[config.mk]
export PLATFORM = sky130hd
export DESIGN_NAME = route_lpm_lookup
export DESIGN_NICKNAME = d
export VERILOG_FILES = /design/src/rtl/lpm_pkg.sv /design/src/rtl/lpm_route_store.sv /design/src/rtl/lpm_prefix_match.sv /design/src/rtl/lpm_longest_pick.sv /design/src/rtl/route_lpm_lookup.sv
export SDC_FILE = /design/constraint.sdc
export NUM_CORES = 2
export LEC_CHECK = 0
export BUFFER_PORTS_ARGS = -buffer_cell sky130_fd_sc_hd__buf_4
export CAP_MARGIN = 20
export CELL_PAD_IN_SITES_DETAIL_PLACEMENT = 2
export CELL_PAD_IN_SITES_GLOBAL_PLACEMENT = 2
export CORE_UTILIZATION = 40
export CTS_BUF_LIST = sky130_fd_sc_hd__clkbuf_2 sky130_fd_sc_hd__clkbuf_4 sky130_fd_sc_hd__clkbuf_8
export CTS_CLUSTER_DIAMETER = 150
export CTS_CLUSTER_SIZE = 30
export DETAILED_ROUTE_END_ITERATION = 12
export PLACE_DENSITY = 0.79
export SYNTH_ARGS = -nofsm -noshare
export SYNTH_HDL_FRONTEND = slang
export SYNTH_HIERARCHICAL = 1
export SYNTH_SLANG_ARGS = --single-unit
[constraint.sdc]
create_clock -name clk -period 39.2 [get_ports clk]
set_clock_uncertainty 0.05 [all_clocks]
set_input_delay 0 -clock clk [delete_from_list [all_inputs] [get_ports clk]]
set_output_delay 0 -clock clk [all_outputs]
set_load 0.05 [all_outputs]
[src/rtl/lpm_pkg.sv]
// Package lpm_pkg
// Shared widths and the prefix-mask helper for the route lookup block.
// Assumes IPv4 addresses; a length field wide enough to hold 0..63.
package lpm_pkg;
    localparam int ADDR_W = 32;
    localparam int LEN_W  = 6;

    // Mask with the top 'len' bits set; lengths of 32 or more give all ones.
    function automatic logic [ADDR_W-1:0] len_mask(input logic [LEN_W-1:0] len);
        logic [ADDR_W-1:0] m;
        for (int i = 0; i < ADDR_W; i++) begin
            m[i] = ((ADDR_W - 1 - i) < int'(len));
        end
        return m;
    endfunction
endpackage

[src/rtl/lpm_route_store.sv]
// Module lpm_route_store
// Holds the route table: one register set per slot (valid, prefix, length, port).
// Assumes one write per cycle; a write changes the slot on the clock edge,
// so compares made in the write cycle still see the old contents.
module lpm_route_store #(
    parameter int N      = 16,
    parameter int IDX_W  = 4,
    parameter int PORT_W = 4
) (
    input  logic                               clk,
    input  logic                               rst_n,
    input  logic                               wr_en,
    input  logic [IDX_W-1:0]                   wr_idx,
    input  logic                               wr_valid,
    input  logic [lpm_pkg::ADDR_W-1:0]         wr_prefix,
    input  logic [lpm_pkg::LEN_W-1:0]          wr_len,
    input  logic [PORT_W-1:0]                  wr_port,
    output logic [N-1:0]                       ent_vld,
    output logic [N-1:0][lpm_pkg::ADDR_W-1:0]  ent_pfx,
    output logic [N-1:0][lpm_pkg::LEN_W-1:0]   ent_len,
    output logic [N-1:0][PORT_W-1:0]           ent_port
);
    for (genvar g = 0; g < N; g++) begin : g_slot
        // Load or clear this slot when the write addresses it.
        always_ff @(posedge clk) begin
            if (!rst_n) begin
                ent_vld[g]  <= 1'b0;
                ent_pfx[g]  <= '0;
                ent_len[g]  <= '0;
                ent_port[g] <= '0;
            end else if (wr_en && (wr_idx == IDX_W'(g))) begin
                ent_vld[g]  <= wr_valid;
                ent_pfx[g]  <= wr_prefix;
                ent_len[g]  <= wr_len;
                ent_port[g] <= wr_port;
            end
        end
    end

    // the addressed slot takes the requested valid state on the next cycle.
    p_write_lands_r7: assert property (@(posedge clk) disable iff (!rst_n)
        wr_en |=> (ent_vld[$past(wr_idx)] == $past(wr_valid)));
endmodule

[src/rtl/lpm_prefix_match.sv]
// Module lpm_prefix_match
// Compares one address against every slot in parallel and returns a match vector.
// Assumes the slot fields come straight from the route store (no pipelining).
module lpm_prefix_match #(
    parameter int N = 16
) (
    input  logic [lpm_pkg::ADDR_W-1:0]         addr,
    input  logic [N-1:0]                       ent_vld,
    input  logic [N-1:0][lpm_pkg::ADDR_W-1:0]  ent_pfx,
    input  logic [N-1:0][lpm_pkg::LEN_W-1:0]   ent_len,
    output logic [N-1:0]                       hit_vec
);
    for (genvar g = 0; g < N; g++) begin : g_cmp
        // Slot matches when valid and the masked address bits agree.
        assign hit_vec[g] = ent_vld[g] &&
            (((addr ^ ent_pfx[g]) & lpm_pkg::len_mask(ent_len[g])) == '0);
    end
endmodule

[src/rtl/lpm_longest_pick.sv]
// Module lpm_longest_pick
// Picks the matching slot with the greatest prefix length; ties go to the lowest slot.
// Assumes a linear scan is short enough for the table size (16 by default).
module lpm_longest_pick #(
    parameter int N     = 16,
    parameter int IDX_W = 4
) (
    input  logic [N-1:0]                      hit_vec,
    input  logic [N-1:0][lpm_pkg::LEN_W-1:0]  ent_len,
    output logic                              any_hit,
    output logic [IDX_W-1:0]                  win_idx
);
    logic [lpm_pkg::LEN_W-1:0] best_len;

    // Scan upward; strictly longer replaces, so equal lengths keep the lower slot.
    always_comb begin
        any_hit  = 1'b0;
        win_idx  = '0;
        best_len = '0;
        for (int i = 0; i < N; i++) begin
            if (hit_vec[i] && (!any_hit || (ent_len[i] > best_len))) begin
                any_hit  = 1'b1;
                win_idx  = IDX_W'(i);
                best_len = ent_len[i];
            end
        end
    end
endmodule

[src/rtl/route_lpm_lookup.sv]
// Module route_lpm_lookup
// Longest-prefix-match route lookup: route table, parallel compare, winner
// selection and a registered result one cycle after each accepted lookup.
// Assumes the consumer always takes the result (no result back-pressure).
module route_lpm_lookup #(
    parameter int N      = 16,
    parameter int PORT_W = 4,
    localparam int IDX_W = (N > 1) ? $clog2(N) : 1
) (
    input  logic                        clk,
    input  logic                        rst_n,
    input  logic                        wr_en,
    input  logic [IDX_W-1:0]            wr_idx,
    input  logic                        wr_valid,
    input  logic [lpm_pkg::ADDR_W-1:0]  wr_prefix,
    input  logic [lpm_pkg::LEN_W-1:0]   wr_len,
    input  logic [PORT_W-1:0]           wr_port,
    input  logic [PORT_W-1:0]           dflt_port,
    input  logic                        lk_valid,
    output logic                        lk_ready,
    input  logic [lpm_pkg::ADDR_W-1:0]  lk_addr,
    output logic                        res_valid,
    output logic                        res_hit,
    output logic [PORT_W-1:0]           res_port
);
    logic [N-1:0]                       ent_vld;
    logic [N-1:0][lpm_pkg::ADDR_W-1:0]  ent_pfx;
    logic [N-1:0][lpm_pkg::LEN_W-1:0]   ent_len;
    logic [N-1:0][PORT_W-1:0]           ent_port;
    logic [N-1:0]                       hit_vec;
    logic                               any_hit;
    logic [IDX_W-1:0]                   win_idx;
    logic                               accept;

    lpm_route_store #(.N(N), .IDX_W(IDX_W), .PORT_W(PORT_W)) u_store (
        .clk(clk), .rst_n(rst_n),
        .wr_en(wr_en), .wr_idx(wr_idx), .wr_valid(wr_valid),
        .wr_prefix(wr_prefix), .wr_len(wr_len), .wr_port(wr_port),
        .ent_vld(ent_vld), .ent_pfx(ent_pfx), .ent_len(ent_len), .ent_port(ent_port)
    );

    lpm_prefix_match #(.N(N)) u_match (
        .addr(lk_addr), .ent_vld(ent_vld), .ent_pfx(ent_pfx),
        .ent_len(ent_len), .hit_vec(hit_vec)
    );

    lpm_longest_pick #(.N(N), .IDX_W(IDX_W)) u_pick (
        .hit_vec(hit_vec), .ent_len(ent_len), .any_hit(any_hit), .win_idx(win_idx)
    );

    assign accept = lk_valid && lk_ready;

    // Ready is held low in reset and raised afterwards.
    always_ff @(posedge clk) begin
        if (!rst_n) lk_ready <= 1'b0;
        else        lk_ready <= 1'b1;
    end

    // Register the lookup result for one cycle per accepted request.
    always_ff @(posedge clk) begin
        if (!rst_n) begin
            res_valid <= 1'b0;
            res_hit   <= 1'b0;
            res_port  <= '0;
        end else begin
            res_valid <= accept;
            if (accept) begin
                res_hit  <= any_hit;
                res_port <= any_hit ? ent_port[win_idx] : dflt_port;
            end
        end
    end

    // ready rises once reset is released.
    p_ready_up_r1: assert property (@(posedge clk) disable iff (!rst_n)
        rst_n |=> lk_ready);
    // each accepted lookup yields a result next cycle.
    p_result_next_r6: assert property (@(posedge clk) disable iff (!rst_n)
        accept |=> res_valid);
    // no result without an accepted lookup.
    p_no_spurious_r6: assert property (@(posedge clk) disable iff (!rst_n)
        !accept |=> !res_valid);
    // a miss returns the fallback port sampled at acceptance.
    p_miss_default_r5: assert property (@(posedge clk) disable iff (!rst_n)
        (accept && !any_hit) |=> (!res_hit && (res_port == $past(dflt_port))));
    // the chosen slot is one that actually matches.
    p_winner_matches_r3: assert property (@(posedge clk) disable iff (!rst_n)
        any_hit |-> hit_vec[win_idx]);
endmodule

; ---- Word level (Yosys, flattened, before mapping)
; Cells that the tools add are included.
; W data, S select, Z words.
[word_totals]
ff_bits = 695
inputBits = 87
output_inout_bits = 7
elab_cells = 788
[op_classes]
magnitude_cmp = 528
eq_ne = 15
mux = 50
bitwise_logic = 32
reduce_logical = 95
[ops]
columns = op, count
row1 = $lt A5 B6 Y1 const A, 256
row2 = $lt A4 B6 Y1 const A, 128
row3 = $and A32 B32 Y32, 16
row4 = $logic_not A32 Y1, 16
row5 = $xor A32 B32 Y32, 16
row6 = $lt A3 B6 Y1 const A, 64
row7 = $lt A1 B6 Y1 const A, 32
row8 = $lt A2 B6 Y1 const A, 32
row9 = $gt A6 B6 Y1, 15
row10 = $mux W6, 15
row11 = $logic_and A1 B1 Y1, 48
row12 = $mux W4, 10
row13 = $eq A4 B4 Y1 const B, 8
row14 = $mux W1, 18
row15 = $bmux W4 S4, 1
row16 = $eq A4 B3 Y1 const B, 4
row17 = $logic_not A1 Y1, 15
row18 = $logic_or A1 B1 Y1, 15
row19 = $mux W3, 4
row20 = $eq A4 B2 Y1 const B, 2
row21 = $lt A4 B5 Y1 const B, 1
row22 = $eq A4 B1 Y1 const B, 1
row23 = $logic_not A4 Y1, 1
row24 = $mux W2, 2

; ---- Depth between registers and ports, before layout
[depth]
ltp_word = 68
depth_mapped = 159
ltp_nobuf = 144

; ---- Modules after synthesis
; Netlist, hierarchy kept.
[modules_own_cells]
columns = mod, n_inst, cells_each, area_each_um2, seq_area_each_um2
row1 = lpm_route_store, 1, 2329, 24471.0, 13773.2
row2 = lpm_prefix_match, 1, 1819, 11741.3, 0.0
row3 = lpm_longest_pick, 1, 653, 4575.6, 0.0
row4 = route_lpm_lookup, 1, 87, 810.8, 140.1

; ---- Least setup slack after synthesis
; Ideal clock, no wire load.
[synth_timing]
path_kind = flip-flop to flip-flop
from = reg u_store/ent_len[5] (netlist name)
to = reg res_port[1]
setup_ns = 0.119
arrival_ns = 27.562
t_required_ns = 39.031
slack_ns = 11.468
stages_incl_launch_ff = 147
path_buffers = 15
period_less_slack_ns = 27.732
cell_sequence = dfxtp_1 > buf_6 > nor2_4 > a21oi_1 > or4b_1 > nor4_1 > nand4_1 > nor4b_1 > buf_4 > nand2_1 > ha_1 > nand4_1 > o21bai_1 > a31oi_1 > clkbuf_1 > mux2_2 > ha_1 > nand2_1 > (+111 left out) > nor2b_1 > o21a_1 > o21ai_0 > nand2b_1 > a21oi_1 > nor2b_1 > o22ai_1 > o21ai_0 > nand2_1 > and2_1 > nand4_1 > buf_2 > buf_6 > mux4_2 > o22ai_1 > nor2_1 > nor4b_2 > o21ai_1
[synth_between]
elab_chain_cells = 68
elab_cells_between_ends = 144
classes_between = order compare: 47 / mux: 49 / bitwise: 1 / reduce/logical: 47
[synth_rtl]
columns = element, line
row1 = "start, declared", lpm_route_store.sv:20  ; output logic [N-1:0][lpm_pkg::LEN_W-1:0] ent_len,
row2 = "start signal, assigned by index", lpm_route_store.sv:34  ; ent_len[g] <= wr_len;
row3 = $lt A5 B6 Y1 (tied with other cells), lpm_pkg.sv:12  ; m[i] = ((ADDR_W - 1 - i) < int'(len));
row4 = $and A32 B32 Y32 *, lpm_prefix_match.sv:16  ; (((addr ^ ent_pfx[g]) & lpm_pkg::len_mask(ent_len[g])) == '0);
row5 = $logic_not A32 Y1 *, lpm_prefix_match.sv:16
row6 = $logic_and A1 B1 Y1 *, lpm_prefix_match.sv:15  ; assign hit_vec[g] = ent_vld[g] &&
row7 = named net hit_vec[0], route_lpm_lookup.sv:30  ; logic [N-1:0] hit_vec;
row8 = $mux W6 or $mux W1 (tied branches), lpm_longest_pick.sv:21  ; if (hit_vec[i] && (!any_hit || (ent_len[i] > best_len))) begin
row9 = $gt A6 B6 Y1 or $logic_not A1 Y1 (tied branches), lpm_longest_pick.sv:21
row10 = $logic_or A1 B1 Y1, lpm_longest_pick.sv:21
row11 = (+54 left out), --
row12 = $gt A6 B6 Y1 or $logic_not A1 Y1 (tied branches), lpm_longest_pick.sv:21
row13 = $logic_or A1 B1 Y1, lpm_longest_pick.sv:21
row14 = $logic_and A1 B1 Y1, lpm_longest_pick.sv:21
row15 = $mux W4 *, lpm_longest_pick.sv:21
row16 = named net win_idx[3], route_lpm_lookup.sv:32  ; logic [IDX_W-1:0] win_idx;
row17 = $bmux W4 S4 *, route_lpm_lookup.sv:69  ; res_port <= any_hit ? ent_port[win_idx] : dflt_port;
row18 = $mux W4 (not written as such) *, route_lpm_lookup.sv:69
row19 = $mux W4 *, route_lpm_lookup.sv:69
row20 = "end signal, assigned", route_lpm_lookup.sv:69
row21 = "end, declared", route_lpm_lookup.sv:24  ; output logic [PORT_W-1:0] res_port
; The timed path passes the listed nets; every way through them passes the cells marked *. The select of a mux whose other input is x is not followed.
; A chain may end at the register's enable or synchronous reset.

; ---- Worst setup path after layout
[layout_timing]
from = reg u_store/ent_len[3] (netlist name)
to = reg res_port[2]
; The elaborated chain is that of the path after synthesis.

==> run metrics <==
post-route ant nets=0; Yosys top cell area share=about a third; Final Worst Setup Slack=~6.2 ns; area grow syn2layout=5.270%; Max stage delay cell, worst path=a31oi_1; Hold WC Path Type=in2reg; Comb pwr share=17.6%; Clock Latency Late Sink=0.84 ns; Leak=between 0.015 and 0.02 uW; Max Cap Viol=0; Root Buffer=clkbuf_8; Critical Path Fanout Max=17; TNS Setup=0 ns; post-cts sizing count=0; dpl cell area=roughly 43000 sq um; startpoint types=flop; Max Buffers Root-to-Sink=3; CP Data Required Time=approximately 40 ns; Post-Syn Area=a little over 40000 sq um; EDFF count, synth=0; layout cell share with drive strength beyond 1=under 10%; via count=37.61k; Core ar.=102500 sq um; final setup fails=0; FFs w/ async S/R, synth=0%; DP Worst Slack=about 6.3 ns; final cell count without fillers=about 6k; VDD IR max=approximately 0.000031 V; vias per cell=just over 6; Cell Int Power=approximately 850 uW; CTS buffer count=27; die height=around 320 microns; 1st-iter DRT viols=approximately 3.1k; list of most frequent post-synthesis cells=882 x nand2_1, 726 x mux2i_1, 695 x dfxtp_1; FMAX=30.30 MHz; final hold violation count=0; CP arrival=33.65 ns; CTS HTree Levels=1; Syn Nets=a little over 5k; Starting Density=between 40% and 50%; Fill cells=around 12k; synth top area cells=dfxtp_1 33%, mux2i_1 17%, nand2_1 8.0%; largest net degree at the start of global routing=163; Global Route Usage Sum=approximately a third; Seq cells post-synth=between 600 and 700; Final period util=84.18%; Reg2Reg Setup Slack=6.20 ns; router iterations before antenna repair=5; cell count of the worst reg-to-reg path=between 100 and 150; Critical Path Sink=res_port[2]$_SDFFE_PN0P_; grt total ovfl=0; most used cell, CP=ha_1; Post-Route WL=approximately 190000 microns; worst r2r src=u_store/ent_len[3]$_SDFFE_PN0P_; Reg clk slew, reported paths=around 0.20 ns; count leader, synth=nand2_1; NetSw=410.1 uW; met1 wire length=around 83000 microns; clock network power share=24.4%; Sw Ratio=32.65%; top sig layer=met5; kind of critical path=reg2reg; sequential cell area=approximately 14000 sq um; CTS tree=built; die footprint=~110000 sq um; worst-margin pin slew=between 1 and 1.5 ns; DP Cell Count=slightly above 6k; Netlist cell types=~100; Synthesis Warnings=6; IO buf count=93; Placer Congestion=~0.90; met2 wire len=approximately 88000 microns; width of the die=~320 microns; post-route cell area=43790 sq um; initial antenna violation count=7; area taken by multi-input logic gates=between 20000 and 30000 sq um; Max-slew headroom=18.28%; Clock Sinks=about 700; global-route wire length before repair=273500 microns; CP endpoint kind=flop; sequential area share after synthesis=33.45%; fin crit period=~33 ns; PD cells=~29 nW/um^2; Post-CTS Setup Bufs=0; Critical Path Source=u_store/ent_len[3]$_SDFFE_PN0P_; RSZ-0062 raised after global routing=no; met3 WL=just under 10000 microns; final slew viol count=0; Nets=4898; worst hold slack=around 0.047 ns; Worst R2R End=res_port[2]$_SDFFE_PN0P_; dominant cell type by area after synthesis=dfxtp_1; Sequential Power Share=58.0%; vias in the first global route=roughly 39k; number of top-level pins=94; cell count after synthesis=between 4k and 5k; critical path's largest stage delay=~0.80 ns; hpwl dp=120500 microns; outcome=finished clean; residual DRC count=0; row cnt=approximately 120; ys flop type=dfxtp_1; Avg WL per Cell=~31 microns; syn_area_per_cell=around 8.5 sq um
worst min-delay path by stage:
stage                       from                           endpoint  slack, ns  cells after the start
CTS                   wr_port[1]  u_store/ent_port[17]$_SDFFE_PN0P_      0.006                      3
finish                wr_port[1]  u_store/ent_port[17]$_SDFFE_PN0P_       0.05                      3
global route          wr_port[1]  u_store/ent_port[17]$_SDFFE_PN0P_       0.02                      3
detailed placement  dflt_port[2]           res_port[2]$_SDFFE_PN0P_       0.27                      3
floorplan                  rst_n                   lk_ready$_DFF_P_      -0.02                      0
global placement        lk_valid               res_hit$_SDFFE_PN0P_       0.26                      3
power by group through the flow:
stage / clock network (uW) / registers (uW) / logic, uW
floorplan: 0 / 739 / 123
global placement: 0 / 742 / 208
detailed placement: 0 / 743 / 212
CTS: 313 / 728 / 216
global route: 332 / 730 / 228
finish: 306 / 729 / 221
layout by cell type, fill, tap and decap left out, types with 27 or more instances in the layout:
| cell | n |
|---|---|
| nor3_1 | 62 |
| nor4_1 | 34 |
| o21ai_0 | 189 |
| nand3_1 | 63 |
| a21oi_1 | 218 |
| nor2_1 | 173 |
| nand4_1 | 39 |
| dlygate4sd3_1 | 33 |
| mux2i_1 | 726 |
| nand2_2 | 28 |
| a31oi_1 | 55 |
| mux2_2 | 29 |
| dfxtp_1 | 695 |
| a21o_1 | 32 |
| buf_4 | 174 |
| o22ai_1 | 72 |
| xor2_1 | 304 |
| xnor2_1 | 221 |
| clkbuf_8 | 27 |
| inv_1 | 113 |
| ha_1 | 74 |
| nand2_1 | 854 |
final cells by class:
| cell class | count | share of cell area, % |
|---|---|---|
| Sequential cell | 695 | 31.77 |
| Clock buffer | 27 | 0.8486 |
| Inverter | 114 | 0.9772 |
| Multi-Input combinational cell | 3687 | 58.50 |
| Timing Repair Buffer | 212 | 3.886 |
| Tap cell | 1368 | 3.909 |
| Antenna cell | 3 | 0.01714 |
| Clock inverter | 2 | 0.08572 |
kinds of logic after synthesis:
group,count (synthesis),share of synthesized area (%)
AOI/OAI and AO/OA,845,13.16
xor gates and xnor gates,525,11.05
adders and majority gates,88,2.566
buffers and inverters,506,5.288
DFF,695,33.45
muxes,761,18.54
and+or+nand+nor,1468,15.94
critical path: cells and delay by family, from the launching register on:
| kind | cells | cell delay, ns |
|---|---|---|
| AOI/OAI and AO/OA | 59 | 13.39 |
| and+or+nand+nor | 42 | 9.33 |
| adders and majority gates | 16 | 4.79 |
| muxes | 10 | 3.76 |
| buffers and inverters | 10 | 0.93 |
| DFF | 1 | 0.58 |
state kept, by name, indices dropped and copies added, names as in the netlist:
signal,cells
lk_ready,1
res_hit,1
res_port,4
res_valid,1
u_store/ent_len,96
u_store/ent_pfx,512
u_store/ent_port,64
u_store/ent_vld,16
through the flow:
stage          power (uW)  utilization (%)
6_report             1256            42.73
5_1_grt              1290            42.73
4_1_cts              1257            42.71
3_5_place_dp        954.9            41.99
3_3_place_gp        950.6            41.99
2_1_floorplan       861.4                -
per-layer routing:
metal	track usage (%)	vias up
met3	3.621	344
met4	15.81	4
li1	-	16600
met1	45.54	19540
met2	58.14	1119
met5	0	-
timing repair:
action                     in CTS  in global routing
setup endpoints to repair       0                  0
hold endpoints to repair      378                  0
hold buffers                   33                  0
No activity file was read; power rests on OpenSTA's default activity.
